==> config.mk <==
export PLATFORM = sky130hd
export DESIGN_NAME = tsp_port
export DESIGN_NICKNAME = d
export VERILOG_FILES = /design/src/rtl/tsp_pkg.sv /design/src/rtl/tsp_bus_dec.sv /design/src/rtl/tsp_data_latch.sv /design/src/rtl/tsp_pin_ctl.sv /design/src/rtl/tsp_readback.sv /design/src/rtl/tsp_port.sv
export SDC_FILE = /design/constraint.sdc
export NUM_CORES = 1
export LEC_CHECK = 0
export BUFFER_PORTS_ARGS = -buffer_cell sky130_fd_sc_hd__clkbuf_2
export CAP_MARGIN = 25
export CORE_UTILIZATION = 35
export CTS_BUF_LIST = sky130_fd_sc_hd__clkbuf_4
export DETAILED_ROUTE_END_ITERATION = 10
export HOLD_SLACK_MARGIN = 0.12
export MAX_ROUTING_LAYER = met4
export PLACE_DENSITY = 0.79
export SYNTH_ARGS = -nofsm -noshare
export SYNTH_HDL_FRONTEND = slang
export SYNTH_SLANG_ARGS = --single-unit
==> constraint.sdc <==
create_clock -name clk_i -period 1.4 [get_ports clk_i]
set_input_delay 0.21 -clock clk_i [delete_from_list [all_inputs] [get_ports clk_i]]
set_output_delay 0.21 -clock clk_i [all_outputs]
set_load 0.05 [all_outputs]
==> src/rtl/tsp_pkg.sv <==
package tsp_pkg;

  typedef enum logic [1:0] {
    PIN_IN    = 2'd0,
    PIN_OUT   = 2'd1,
    PIN_BIDIR = 2'd2
  } pin_kind_e;

  // kind of pin at position pos, from the fixed-output and bidirectional masks
  function automatic pin_kind_e pin_kind(input logic [63:0] out_mask,
                                         input logic [63:0] bidir_mask,
                                         input int unsigned pos);
    if (bidir_mask[pos]) return PIN_BIDIR;
    if (out_mask[pos])   return PIN_OUT;
    return PIN_IN;
  endfunction

  // index of a bidirectional pin among the bidirectional pins, lowest first
  function automatic int unsigned bidir_rank(input logic [63:0] bidir_mask,
                                             input int unsigned pos);
    int unsigned n;
    n = 0;
    for (int unsigned k = 0; k < 64; k++) begin
      if (k < pos && bidir_mask[k]) n++;
    end
    return n;
  endfunction

endpackage

==> src/rtl/tsp_bus_dec.sv <==
module tsp_bus_dec #(
  parameter int unsigned          ADDR_W    = 4,
  parameter logic [ADDR_W-1:0]    PORT_ADDR = '0
) (
  input  logic              rd_i,
  input  logic              wr_i,
  input  logic [ADDR_W-1:0] addr_i,
  output logic              rd_hit_o,
  output logic              wr_hit_o
);

  logic hit;

  assign hit      = (addr_i == PORT_ADDR);
  assign rd_hit_o = rd_i & hit;
  assign wr_hit_o = wr_i & hit;

endmodule

==> src/rtl/tsp_data_latch.sv <==
module tsp_data_latch #(
  parameter int unsigned WIDTH = 8
) (
  input  logic             clk_i,
  input  logic             rst_ni,
  input  logic             we_i,
  input  logic [WIDTH-1:0] wdata_i,
  output logic [WIDTH-1:0] q_o
);

  always_ff @(posedge clk_i or negedge rst_ni) begin
    if (!rst_ni)   q_o <= '0;
    else if (we_i) q_o <= wdata_i;
  end

endmodule

==> src/rtl/tsp_pin_ctl.sv <==
module tsp_pin_ctl
  import tsp_pkg::*;
#(
  parameter int unsigned      WIDTH      = 8,
  parameter int unsigned      DIR_W      = 2,
  parameter logic [WIDTH-1:0] OUT_MASK   = 8'h70,
  parameter logic [WIDTH-1:0] BIDIR_MASK = 8'h88
) (
  input  logic [WIDTH-1:0] latch_i,
  input  logic [DIR_W-1:0] dir_i,
  input  logic [WIDTH-1:0] oc_en_i,
  input  logic [WIDTH-1:0] oc_lvl_i,
  output logic [WIDTH-1:0] oe_o,
  output logic [WIDTH-1:0] do_o,
  output logic [WIDTH-1:0] own_o
);

  for (genvar i = 0; i < WIDTH; i++) begin : g_pin
    localparam pin_kind_e KIND =
      pin_kind(64'(OUT_MASK), 64'(BIDIR_MASK), i);

    if (KIND == PIN_BIDIR) begin : g_bidir
      localparam int unsigned DIDX = bidir_rank(64'(BIDIR_MASK), i);
      // timer override wins over the stored direction bit
      assign own_o[i] = oc_en_i[i];
      assign oe_o[i]  = oc_en_i[i] | dir_i[DIDX];
      assign do_o[i]  = oc_en_i[i] ? oc_lvl_i[i] : latch_i[i];
    end else if (KIND == PIN_OUT) begin : g_out
      assign own_o[i] = oc_en_i[i];
      assign oe_o[i]  = 1'b1;
      assign do_o[i]  = oc_en_i[i] ? oc_lvl_i[i] : latch_i[i];
    end else begin : g_in
      logic unused_oc;
      assign unused_oc = oc_en_i[i] ^ oc_lvl_i[i];
      assign own_o[i]  = 1'b0;
      assign oe_o[i]   = 1'b0;
      assign do_o[i]   = latch_i[i];
    end
  end

endmodule

==> src/rtl/tsp_readback.sv <==
module tsp_readback #(
  parameter int unsigned WIDTH = 8
) (
  input  logic             clk_i,
  input  logic             rst_ni,
  input  logic             rd_hit_i,
  input  logic [WIDTH-1:0] oe_i,
  input  logic [WIDTH-1:0] do_i,
  input  logic [WIDTH-1:0] di_i,
  output logic [WIDTH-1:0] rdata_o
);

  logic [WIDTH-1:0] pin_view;

  // driving pins report the driver input, others the sensed level
  assign pin_view = (oe_i & do_i) | (~oe_i & di_i);

  always_ff @(posedge clk_i or negedge rst_ni) begin
    if (!rst_ni) rdata_o <= '0;
    else         rdata_o <= rd_hit_i ? pin_view : '0;
  end

endmodule

==> src/rtl/tsp_port.sv <==
module tsp_port #(
  parameter int unsigned          WIDTH      = 8,
  parameter int unsigned          ADDR_W     = 4,
  parameter int unsigned          DIR_W      = 2,
  parameter logic [ADDR_W-1:0]    PORT_ADDR  = '0,
  parameter logic [WIDTH-1:0]     OUT_MASK   = 8'h70,
  parameter logic [WIDTH-1:0]     BIDIR_MASK = 8'h88
) (
  input  logic              clk_i,
  input  logic              rst_ni,
  input  logic              rd_i,
  input  logic              wr_i,
  input  logic [ADDR_W-1:0] addr_i,
  input  logic [WIDTH-1:0]  wdata_i,
  output logic [WIDTH-1:0]  rdata_o,
  input  logic [DIR_W-1:0]  dir_i,
  input  logic [WIDTH-1:0]  oc_en_i,
  input  logic [WIDTH-1:0]  oc_lvl_i,
  input  logic [WIDTH-1:0]  pad_di_i,
  output logic [WIDTH-1:0]  pad_oe_o,
  output logic [WIDTH-1:0]  pad_do_o
);

  logic             rd_hit;
  logic             wr_hit;
  logic [WIDTH-1:0] latch_q;
  logic [WIDTH-1:0] own;

  tsp_bus_dec #(
    .ADDR_W   (ADDR_W),
    .PORT_ADDR(PORT_ADDR)
  ) i_dec (
    .rd_i    (rd_i),
    .wr_i    (wr_i),
    .addr_i  (addr_i),
    .rd_hit_o(rd_hit),
    .wr_hit_o(wr_hit)
  );

  tsp_data_latch #(.WIDTH(WIDTH)) i_latch (
    .clk_i  (clk_i),
    .rst_ni (rst_ni),
    .we_i   (wr_hit),
    .wdata_i(wdata_i),
    .q_o    (latch_q)
  );

  tsp_pin_ctl #(
    .WIDTH     (WIDTH),
    .DIR_W     (DIR_W),
    .OUT_MASK  (OUT_MASK),
    .BIDIR_MASK(BIDIR_MASK)
  ) i_pins (
    .latch_i (latch_q),
    .dir_i   (dir_i),
    .oc_en_i (oc_en_i),
    .oc_lvl_i(oc_lvl_i),
    .oe_o    (pad_oe_o),
    .do_o    (pad_do_o),
    .own_o   (own)
  );

  tsp_readback #(.WIDTH(WIDTH)) i_rb (
    .clk_i   (clk_i),
    .rst_ni  (rst_ni),
    .rd_hit_i(rd_hit),
    .oe_i    (pad_oe_o),
    .do_i    (pad_do_o),
    .di_i    (pad_di_i),
    .rdata_o (rdata_o)
  );

endmodule

# Word level (Yosys, flattened, before mapping)
# Index checks and enable logic that the tools add are counted.
[totals]
reg_bits = 16
latchBits = 0
ramBits = 0
rom_bits = 0
input_bits = 42
out_inout_bits = 24
word_cells = 17
n_memories = 0
[op_classes]
add_sub_neg = 0
multipliers = 0
div_mod_pow = 0
magnitude_cmp = 0
eq_ne = 0
shifts = 0
n_mux = 6
n_bitwise = 8
n_reduce_logical = 1
[ops]
columns = ["cell", "count"]
rows = [
  ["bitwise AND 8 bit", 2],
  ["two-way mux 8 bit", 1],
  ["NOT 8 bit", 1],
  ["OR 8 bit", 1],
  ["two-way mux 1 bit", 5],
  ["logical NOT 4 bit", 1],
  ["bitwise AND 1 bit", 2],
  ["OR 1 bit", 2],
]

# Longest topological paths before layout
# Gate-level depths: netlist of run 1.
[logic_depth]
ltp_word = 5
depth_mapped = 3
depth_no_buf = 3

# By module
# A second synthesis of run 1 with hierarchy kept.
[unflattened]
cells_unflattened = 70
area_unflattened_um2 = 909.6
[modules_own_cells]
columns = ["mod", "n_inst", "cells_each", "area_per_inst_um2", "seq_area_each_um2"]
rows = [
  ["tsp_data_latch", 1, 17, 331.6, 200.2],
  ["tsp_readback", 1, 24, 330.3, 200.2],
  ["tsp_pin_ctl", 1, 26, 222.7, 0.0],
  ["tsp_bus_dec", 1, 3, 25.0, 0.0],
]

# Worst setup path after synthesis of run 1
# No wires, ideal clock.
[synth_timing]
kind = "input port to flip-flop"
startpoint = "in addr_i[1]"
endpoint = "reg i_latch.q_o[0]"
setup_time_ns = 0.125
t_arrival_ns = 1.016
t_required_ns = 1.275
setup_slack_ns = 0.259
stages = 3
n_path_buf = 0
cell_sequence = "nor4_4 > nand2_4 > mux2_2"
[synth_via]
elab_chain_len = 2
[synth_rtl]
columns = ["element", "line_no", "rtl"]
rows = [
  ["from (decl)", "tsp_port.sv:13", "input logic [ADDR_W-1:0] addr_i,"],
  ["logical NOT 4 bit", "tsp_bus_dec.sv:14", "assign hit = (addr_i == PORT_ADDR);"],
  ["bitwise AND 1 bit", "tsp_bus_dec.sv:16", "assign wr_hit_o = wr_i & hit;"],
  ["to (signal assigned)", "tsp_data_latch.sv:13", "else if (we_i) q_o <= wdata_i;"],
  ["to (decl)", "tsp_data_latch.sv:8", "output logic [WIDTH-1:0] q_o"],
]
# No other way between the ends.
# A chain may end at the register's enable or synchronous reset.

# Worst setup path after layout of run 1
[layout_timing]
startpoint = "reg i_latch.q_o[4]"
endpoint = "out pad_do_o[4]"
[layout_via]
elab_chain_len = 1
[layout_rtl]
columns = ["element", "line_no", "rtl"]
rows = [
  ["two-way mux 1 bit", "tsp_pin_ctl.sv:31", "assign do_o[i] = oc_en_i[i] ? oc_lvl_i[i] : latch_i[i];"],
  ["to (decl)", "tsp_port.sv:21", "output logic [WIDTH-1:0] pad_do_o"],
]
# No other way between the ends.

==> impl_metrics.tcl, run 1 <==
set metrics [dict create \
    status "finished clean" \
    drc 0 \
    cts-buffers-inserted 3 \
    gp_congestion 0.587 \
    synth_area_per_cell_um2 13.5 \
    cts_tree "built" \
    h-tree-depth 1 \
    cts.path.max_buffers 2 \
    hp-class "input pin to flop" \
    die_area_um2 2310 \
    routed_wl_mm 1.39 \
    p_per_area_nw_per_um2 1170 \
    clk_latency_ns 0.27 \
    fp.coreArea_um2 1980 \
    rows 16 \
    ir_worst_vdd_mv 0.674 \
    viasPerCell 4.32 \
    end_kind "output port" \
    ant_nets 0 \
    cpPeakStageDelay_ns 0.39 \
    clk_pin_slew_ns 0.09 \
    cts-root-buf "clkbuf_4" \
    final_area_um2 1030 \
    leakagePower_uw 0.000596 \
    setup_viol 0 \
    cpMaxStageDelayCell "dfrtp_1" \
    fin_crit_ns 1.35 \
    grt_pass1_wl_mm 1.86 \
    cts.sinks 16 \
    drt-initial-drc-count 0 \
    nNetsFinal 149 \
    path_max_fanout 2 \
    synth_top_area_share_pct 53.9 \
    ys.warnings.count 0 \
    fmax_ghz 0.741 \
    yosysTopAreaCell "dfrtp_1" \
    drv_slew 0 \
    place.detailed.hpwl_mm 1.15 \
    synth_cell_types 11 \
    vias 574 \
    hold_viol 0 \
    critPathKind "flop to output port" \
    worstSetupStartpointType "flop" \
    diodes 0 \
    placed_area_um2 982 \
    syn_inst 55 \
    worstPathCellList "mux2_2 > buf_2" \
    grt_remaining_overflow 0 \
    die_w_um 48.1 \
    die_h_um 48.1 \
    crit_required_ns 1.19 \
    fin_total_pwr_uw 1210 \
    drt_first_pass_iters 1 \
    initial_utilization_pct 37.5 \
    nFillCells 184 \
    wl_per_cell_um 10.4 \
    final_util_pct 52.1 \
    area_growth_pct 39.1 \
    hold_slack_ns 0.165 \
    synth-seq-cells 16 \
    worstPathArrival_ns 1.14 \
    grt_max_degree 17 \
    first_global_vias 464 \
    rsz0062_at_grt "yes" \
    drv_cap 0 \
    drive_gt1_share_pct 72.6 \
    grt_usage_pct 12.8 \
    seq_area_frac_synth_pct 53.9 \
    netlist_area_um2 743 \
    antenna_found_initial 0 \
    port_buffers 50 \
    ys_top_cells_by_area "dfrtp_1 54%, mux2_2 20%, buf_4 9.1%, and3_2 6.1%, nor4_4 2.9%" \
    ios 66 \
    fin_skew_ns 0.000945 \
    fin_crit_sh_pct 96.4 \
]
per-stage QoR:
stage / setup WS, ns / TNS [ns] / cells
2_1_floorplan: 0.259 / 0 / 59
3_3_place_gp: 0.151 / 0 / 128
3_5_place_dp: 0.127 / 0 / 128
4_1_cts: 0.00232 / 0 / 133
5_1_grt: -0.0229 / -0.0229 / 133
6_report: 0.0499 / 0 / 133
logic make-up after synthesis:
logic type	synth area share, %
other cells	1.01
mux	22.4
flops	53.9
simple gates	13.6
buf+inv	9.09
sequential cells by signal, summed over array words and instances, names as in the netlist:
register	flops
i_rb.rdata_o	8
i_latch.q_o	8
metal layers:
| metal | track usage, % | vias to the layer above | wire length, µm |
|---|---|---|---|
| met5 | - | - | 0 |
| met4 | 6.67 | 0 | 12 |
| met3 | 4.53 | 2 | 130 |
| met2 | 21.9 | 38 | 688 |
| met1 | 12.5 | 255 | 553 |
| li1 | - | 279 | - |
cell usage after synthesis:
cell type	n
and3_2	6
buf_4	9
conb_1	2
dfrtp_1	16
mux2_2	13
mux2i_1	2
nand2_1	1
nand2_4	1
nor2_1	2
nor4_4	1
or2_2	2
what timing repair did:
item / in CTS / in global routing
resized for setup: 1 / 11
pin swaps: 0 / 0
endpoints found under the setup margin: 1 / 5
setup buffers: 0 / 0
hold endpoints to repair: 16 / 0
hold buffers: 1 / 0
placed cells by master (no fill, tap or decap):
cell type,n
conb_1,6
clkbuf_2,45
or2_2,2
dfrtp_1,16
clkinv_1,1
mux2_2,13
nand2_4,1
and3_2,6
mux2i_1,2
buf_6,2
nand2_1,1
buf_4,2
nor4_4,1
clkbuf_4,3
buf_2,2
nor2_1,2
dlygate4sd3_1,1
area by class of cell:
class / instances / area [µm²] / share of cell area, %
well taps: 27 / 33.8 / 3.27
flip-flops and latches: 16 / 400 / 38.7
repair buffers: 52 / 283 / 27.4
multi-input cells: 34 / 290 / 28.1
clock buffers: 3 / 22.5 / 2.18
clock inverters: 1 / 3.75 / 0.363
worst paths after layout:
kind | startpoint | end | slack [ns] | cells past startpoint
max reg2reg | i_latch.q_o[5] | i_rb.rdata_o[5] | 0.42 | 2
min reg2reg | i_latch.q_o[0] | i_latch.q_o[0] | 0.51 | 1
min in group asynchronous | rst_ni | i_rb.rdata_o[5] | 0.40 | 2
min | wdata_i[6] | i_latch.q_o[6] | 0.16 | 2
max in group asynchronous | rst_ni | i_latch.q_o[3] | 0.74 | 2
max | i_latch.q_o[4] | pad_do_o[4] | 0.05 | 2
report_power, final:
group / internal, µW / switching (µW)
combinational: 148 / 287
clock: 103 / 130
sequential: 518 / 26.4
total: 769 / 444
critical path, delay by kind of cell, from the launching register on:
kind / cells / cell delay [ns]
flops: 1 / 0.39
mux: 1 / 0.27
buf+inv: 1 / 0.21
(Power assumes the default switching activity.)
==> run 2: changes to the inputs <==
--- a/config.mk
+++ b/config.mk
@@ -5,14 +5,16 @@
 export SDC_FILE = /design/constraint.sdc
 export NUM_CORES = 1
 export LEC_CHECK = 0
+export ABC_AREA = 1
 export BUFFER_PORTS_ARGS = -buffer_cell sky130_fd_sc_hd__clkbuf_2
 export CAP_MARGIN = 25
+export CORE_ASPECT_RATIO = 1.2
 export CORE_UTILIZATION = 35
 export CTS_BUF_LIST = sky130_fd_sc_hd__clkbuf_4
 export DETAILED_ROUTE_END_ITERATION = 10
 export HOLD_SLACK_MARGIN = 0.12
 export MAX_ROUTING_LAYER = met4
-export PLACE_DENSITY = 0.79
+export PLACE_DENSITY = 0.77
 export SYNTH_ARGS = -nofsm -noshare
 export SYNTH_HDL_FRONTEND = slang
 export SYNTH_SLANG_ARGS = --single-unit
==> impl_metrics.tcl, run 2 <==
set metrics [dict create \
    status "finished clean" \
    vias 713 \
    die_h_um 54.3 \
    async_flop_share_pct 100 \
    placed_area_um2 1020 \
    cts-buffers-inserted 3 \
    pre_cts_ws_ns 0.233 \
    internal_power_uw 731 \
    nFillCells 191 \
    fmax_ghz 0.757 \
    clk_pin_slew_ns 0.09 \
    netlist_area_um2 797 \
    drt-initial-drc-count 6 \
    diodes 0 \
    synth_cell_types 13 \
    drt_first_pass_iters 3 \
    yosysTopAreaCell "dfrtp_1" \
    leakagePower_uw 0.000688 \
    synth_top_area_share_pct 50.2 \
    die_w_um 45.6 \
    ys.warnings.count 0 \
    final_common_cell "clkbuf_2" \
    nNetsFinal 190 \
    seqPwrFrac_pct 45.6 \
    layout_common_cells "48 x clkbuf_2, 21 x inv_1, 21 x nand2_1" \
    grt_usage_pct 13.5 \
    ys_top_cells_by_area "dfrtp_1 50%, inv_1 9.9%, nand2_1 9.9%, o21ai_2 8.8%, buf_4 8.5%" \
    drv_cap 0 \
    wl_met3_um 151 \
    initial_utilization_pct 38.1 \
    antenna_found_initial 0 \
    fp.coreArea_um2 2090 \
    die_area_um2 2470 \
    place.detailed.hpwl_mm 1.21 \
    ant_nets 0 \
    cts.path.max_buffers 2 \
    power_frac_clock_pct 20.2 \
    syn_inst 95 \
    h-tree-depth 1 \
    final_area_um2 1090 \
    met1_length_um 620 \
    cts_tree "built" \
    synth_area_per_cell_um2 8.39 \
    seq_area_frac_synth_pct 50.2 \
    area_growth_pct 37.2 \
    cts.sinks 16 \
    gp_congestion 0.660 \
    dominantRegCellSynth "dfrtp_1" \
    grt_remaining_overflow 0 \
    final_util_pct 52.2 \
    fin_crit_sh_pct 94.4 \
    p_per_area_nw_per_um2 1080 \
    worstSetupStartpointType "flop" \
    fin_crit_ns 1.32 \
    synth-edff-count 0 \
    end_kind "output port" \
    top_regs "i_latch.q_o x8, i_rb.rdata_o x8" \
    viasPerCell 4.03 \
    swShare_pct 38.1 \
    fin_ws_ns 0.0788 \
    port_buffers 50 \
    route.met2.wl_um 814 \
    setup_tns_ns 0 \
    grt_pass1_wl_mm 2.31 \
    ir_worst_vdd_mv 0.498 \
    rsz0062_at_grt "no" \
    comb_power_share_pct 34.2 \
    worstPathArrival_ns 1.11 \
    clk_latency_ns 0.28 \
    setup_viol 0 \
    drc 0 \
    synth.top_cells.by_count "21 x inv_1, 21 x nand2_1, 16 x dfrtp_1, 9 x buf_4" \
    path_max_fanout 2 \
    hold_viol 0 \
    ios 66 \
    critPathKind "flop to output port" \
    synth-seq-cells 16 \
    top_layer "met3" \
    hp-class "input pin to flop" \
    rows 18 \
    drive_gt1_share_pct 44.2 \
    drv_slew 0 \
    first_global_vias 594 \
    wl_per_cell_um 8.96 \
    cts-root-buf "clkbuf_4" \
    grt_max_degree 17 \
    routed_wl_mm 1.59 \
    power.switching_uw 449 \
    crit_required_ns 1.19 \
    fin_skew_ns 0.00248 \
]
[run 2: layer usage]
layer / up-vias / global-route usage (%)
met3: 0 / 3.63
met1: 305 / 11.6
met5: - / -
met4: 0 / 6.06
met2: 39 / 26.4
li1: 369 / -
[run 2: worst max-delay path, cell delays in order, from the launching register on]
cell and delay (ns):
dfrtp_1 0.39, o21ai_1 0.16, inv_1 0.05, clkbuf_2 0.23
[run 2: cells by family (layout without fill, tap and decap cells)]
logic type	Yosys count	after routing	synth area share, %
AOI/OAI and AO/OA	13	13	11.9
buffers and inverters	31	79	19.8
DFF	16	16	50.2
other	2	6	0.942
and+or+nand+nor	33	33	17.1
[run 2: worst paths after layout]
| path | start | end | slack (ns) | cells after the start |
|---|---|---|---|---|
| min in group asynchronous | rst_ni | i_latch.q_o[4] | 0.40 | 2 |
| min | wdata_i[0] | i_latch.q_o[0] | 0.15 | 3 |
| max | i_latch.q_o[4] | pad_do_o[4] | 0.08 | 3 |
| min reg2reg | i_latch.q_o[6] | i_latch.q_o[6] | 0.50 | 2 |
| max in group asynchronous | rst_ni | i_rb.rdata_o[4] | 0.73 | 2 |
| max reg2reg | i_latch.q_o[7] | i_rb.rdata_o[7] | 0.66 | 4 |
[run 2: power by group through the flow]
stage               clock network (µW)  registers, µW  logic, µW
finish                             239            538        403
global route                       268            545        433
CTS                                248            537        404
detailed placement                   0            546        391
global placement                     0            543        383
floorplan                            0            546        321
[run 2: layout make-up]
type / count / area, µm² / share of cell area, %
Inverter: 21 / 78.8 / 7.21
Timing Repair Buffer: 54 / 293 / 26.8
Clock inverter: 1 / 3.75 / 0.343
Multi-Input combinational cell: 52 / 258 / 23.6
Tap cell: 30 / 37.5 / 3.43
Sequential cell: 16 / 400 / 36.6
Clock buffer: 3 / 22.5 / 2.06
[run 2: repair_timing]
| action | in CTS | in global routing |
|---|---|---|
| endpoints found under the hold margin | 19 | 0 |
| gates resized for setup | 2 | 4 |
| setup buffers | 0 | 0 |
| endpoints found under the setup margin | 1 | 3 |
| hold buffers | 4 | 0 |
[run 2: metrics by stage]
stage                     total power [µW]  hold slack, ns  cells
after detailed placement               937           0.153    169
final                                 1180           0.145    177
after floorplan                        867         -0.0856     99
after global placement                 926           0.149    169
after global routing                  1250           0.137    177
after CTS                             1190           0.136    177
==> run 3: changes to the inputs <==
--- a/config.mk
+++ b/config.mk
@@ -8,7 +8,6 @@
 export ABC_AREA = 1
 export BUFFER_PORTS_ARGS = -buffer_cell sky130_fd_sc_hd__clkbuf_2
 export CAP_MARGIN = 25
-export CORE_ASPECT_RATIO = 1.2
 export CORE_UTILIZATION = 35
 export CTS_BUF_LIST = sky130_fd_sc_hd__clkbuf_4
 export DETAILED_ROUTE_END_ITERATION = 10
==> impl_metrics.tcl, run 3 (same netlist as run 2, synthesis figures left out) <==
set metrics [dict create \
    status "finished clean" \
    h-tree-depth 1 \
    critPathKind "flop to output port" \
    ir_worst_vdd_mv 0.451 \
    placed_area_um2 1020 \
    gp_congestion 0.639 \
    worstPathArrival_ns 1.09 \
    hp-class "input pin to flop" \
    met1_length_um 620 \
    rsz0062_at_grt "no" \
    setup_tns_ns 0 \
    critPathTopFamily "flip-flops" \
    grt_pass1_wl_mm 2.37 \
    postCtsSetupRepairBufs 0 \
    final_area_um2 1060 \
    grt_max_degree 17 \
    grt_remaining_overflow 0 \
    drc 0 \
    fp.coreArea_um2 2040 \
    top_layer "met4" \
    crit_required_ns 1.19 \
    setup_viol 0 \
    power.switching_uw 431 \
    clk_pin_slew_ns 0.08 \
    routed_wl_mm 1.53 \
    port_buffers 50 \
    wl_per_cell_um 9.01 \
    drv_slew 0 \
    cts-buffers-inserted 3 \
    first_global_vias 596 \
    fin_skew_ns 0.00295 \
    ant_nets 0 \
    viasPerCell 4.11 \
    swShare_pct 37.3 \
    power_frac_clock_pct 18.8 \
    path_buf_inv 2 \
    end_kind "output port" \
    top_regs "i_latch.q_o x8, i_rb.rdata_o x8" \
    drt-initial-drc-count 9 \
    nFillCells 197 \
    initial_utilization_pct 39.0 \
    rows 16 \
    cpMaxStageDelayCell "dfrtp_1" \
    nNetsFinal 187 \
    layout.area.seq_um2 400 \
    vias 698 \
    grt_usage_pct 13.4 \
    path_max_fanout 2 \
    place.detailed.hpwl_mm 1.26 \
    fin_crit_sh_pct 93.1 \
    worstPathCellList "o21ai_1 > inv_1 > clkbuf_4" \
    drv_cap 0 \
    worstSetupStartpointType "flop" \
    layout_common_cells "47 x clkbuf_2, 21 x inv_1, 21 x nand2_1" \
    area_growth_pct 32.8 \
    p_per_area_nw_per_um2 1090 \
    cts.sinks 16 \
    die_w_um 49.7 \
    cts.path.max_buffers 2 \
    fin_crit_ns 1.30 \
    diodes 0 \
    seqPwrFrac_pct 46.6 \
    internal_power_uw 723 \
    final_common_cell "clkbuf_2" \
    die_h_um 49.7 \
    drt_first_pass_iters 4 \
    cpPeakStageDelay_ns 0.38 \
    cts-root-buf "clkbuf_4" \
    ios 66 \
    antenna_found_initial 0 \
    hold_viol 0 \
    drive_gt1_share_pct 45.5 \
    fmax_ghz 0.767 \
    route.met2.wl_um 766 \
    die_area_um2 2470 \
    wl_met3_um 126 \
    multi_input_area_um2 258 \
    comb_power_share_pct 34.6 \
    clk_latency_ns 0.27 \
    leakagePower_uw 0.000674 \
    cts_tree "built" \
]
[run 3: worst paths after layout]
check | from | to | slack [ns] | cells after the start
max | i_latch.q_o[5] | pad_do_o[5] | 0.1 | 3
min | pad_di_i[2] | i_rb.rdata_o[2] | 0.13 | 3
max reg2reg | i_latch.q_o[4] | i_rb.rdata_o[4] | 0.64 | 2
min reg2reg | i_latch.q_o[7] | i_latch.q_o[7] | 0.49 | 2
max in group asynchronous | rst_ni | i_rb.rdata_o[0] | 0.73 | 2
min in group asynchronous | rst_ni | i_latch.q_o[7] | 0.39 | 2
[run 3: layer usage]
| metal | global-route usage [%] | up-vias |
|---|---|---|
| li1 | - | 361 |
| met1 | 13.7 | 298 |
| met2 | 23.2 | 37 |
| met3 | 3.40 | 2 |
| met4 | 7.14 | 0 |
| met5 | - | - |
[run 3: layout make-up]
type / count / share of cell area (%)
tap: 27 / 3.19
multi-input combinational: 52 / 24.3
sequential: 16 / 37.8
timing repair buffer: 51 / 25.1
inverter: 21 / 7.45
clock buffer: 3 / 2.13
[run 3: per-stage QoR]
step	util [%]	total power (µW)	hold WS [ns]	worst slack [ns]	instances
global route	51.8	1230	0.120	0.0232	170
floorplan	-	867	-0.0856	0.365	99
finish	51.8	1150	0.131	0.0959	170
detailed placement	49.8	936	0.151	0.250	166
CTS	51.7	1170	0.121	0.0153	170
global placement	49.8	926	0.145	0.283	166
[run 3: worst min-delay path, cell delays in order]
cell,delay (ns)
clkbuf_2,0.08
inv_1,0.04
nor2_1,0.04
[run 3: repair_timing]
item / 4_1_cts / 5_1_grt
pin swaps: 0 / 0
hold buffers: 1 / 0
gates resized for setup: 3 / 4
endpoints found under the hold margin: 16 / 0
setup endpoints to repair: 3 / 3
[run 3: power groups by stage]
stage | combinational, µW | sequential (µW) | clock [µW]
CTS | 398 | 537 | 232
finish | 399 | 538 | 217
global route | 427 | 543 | 256
detailed placement | 392 | 545 | 0
global placement | 382 | 543 | 0
floorplan | 321 | 546 | 0
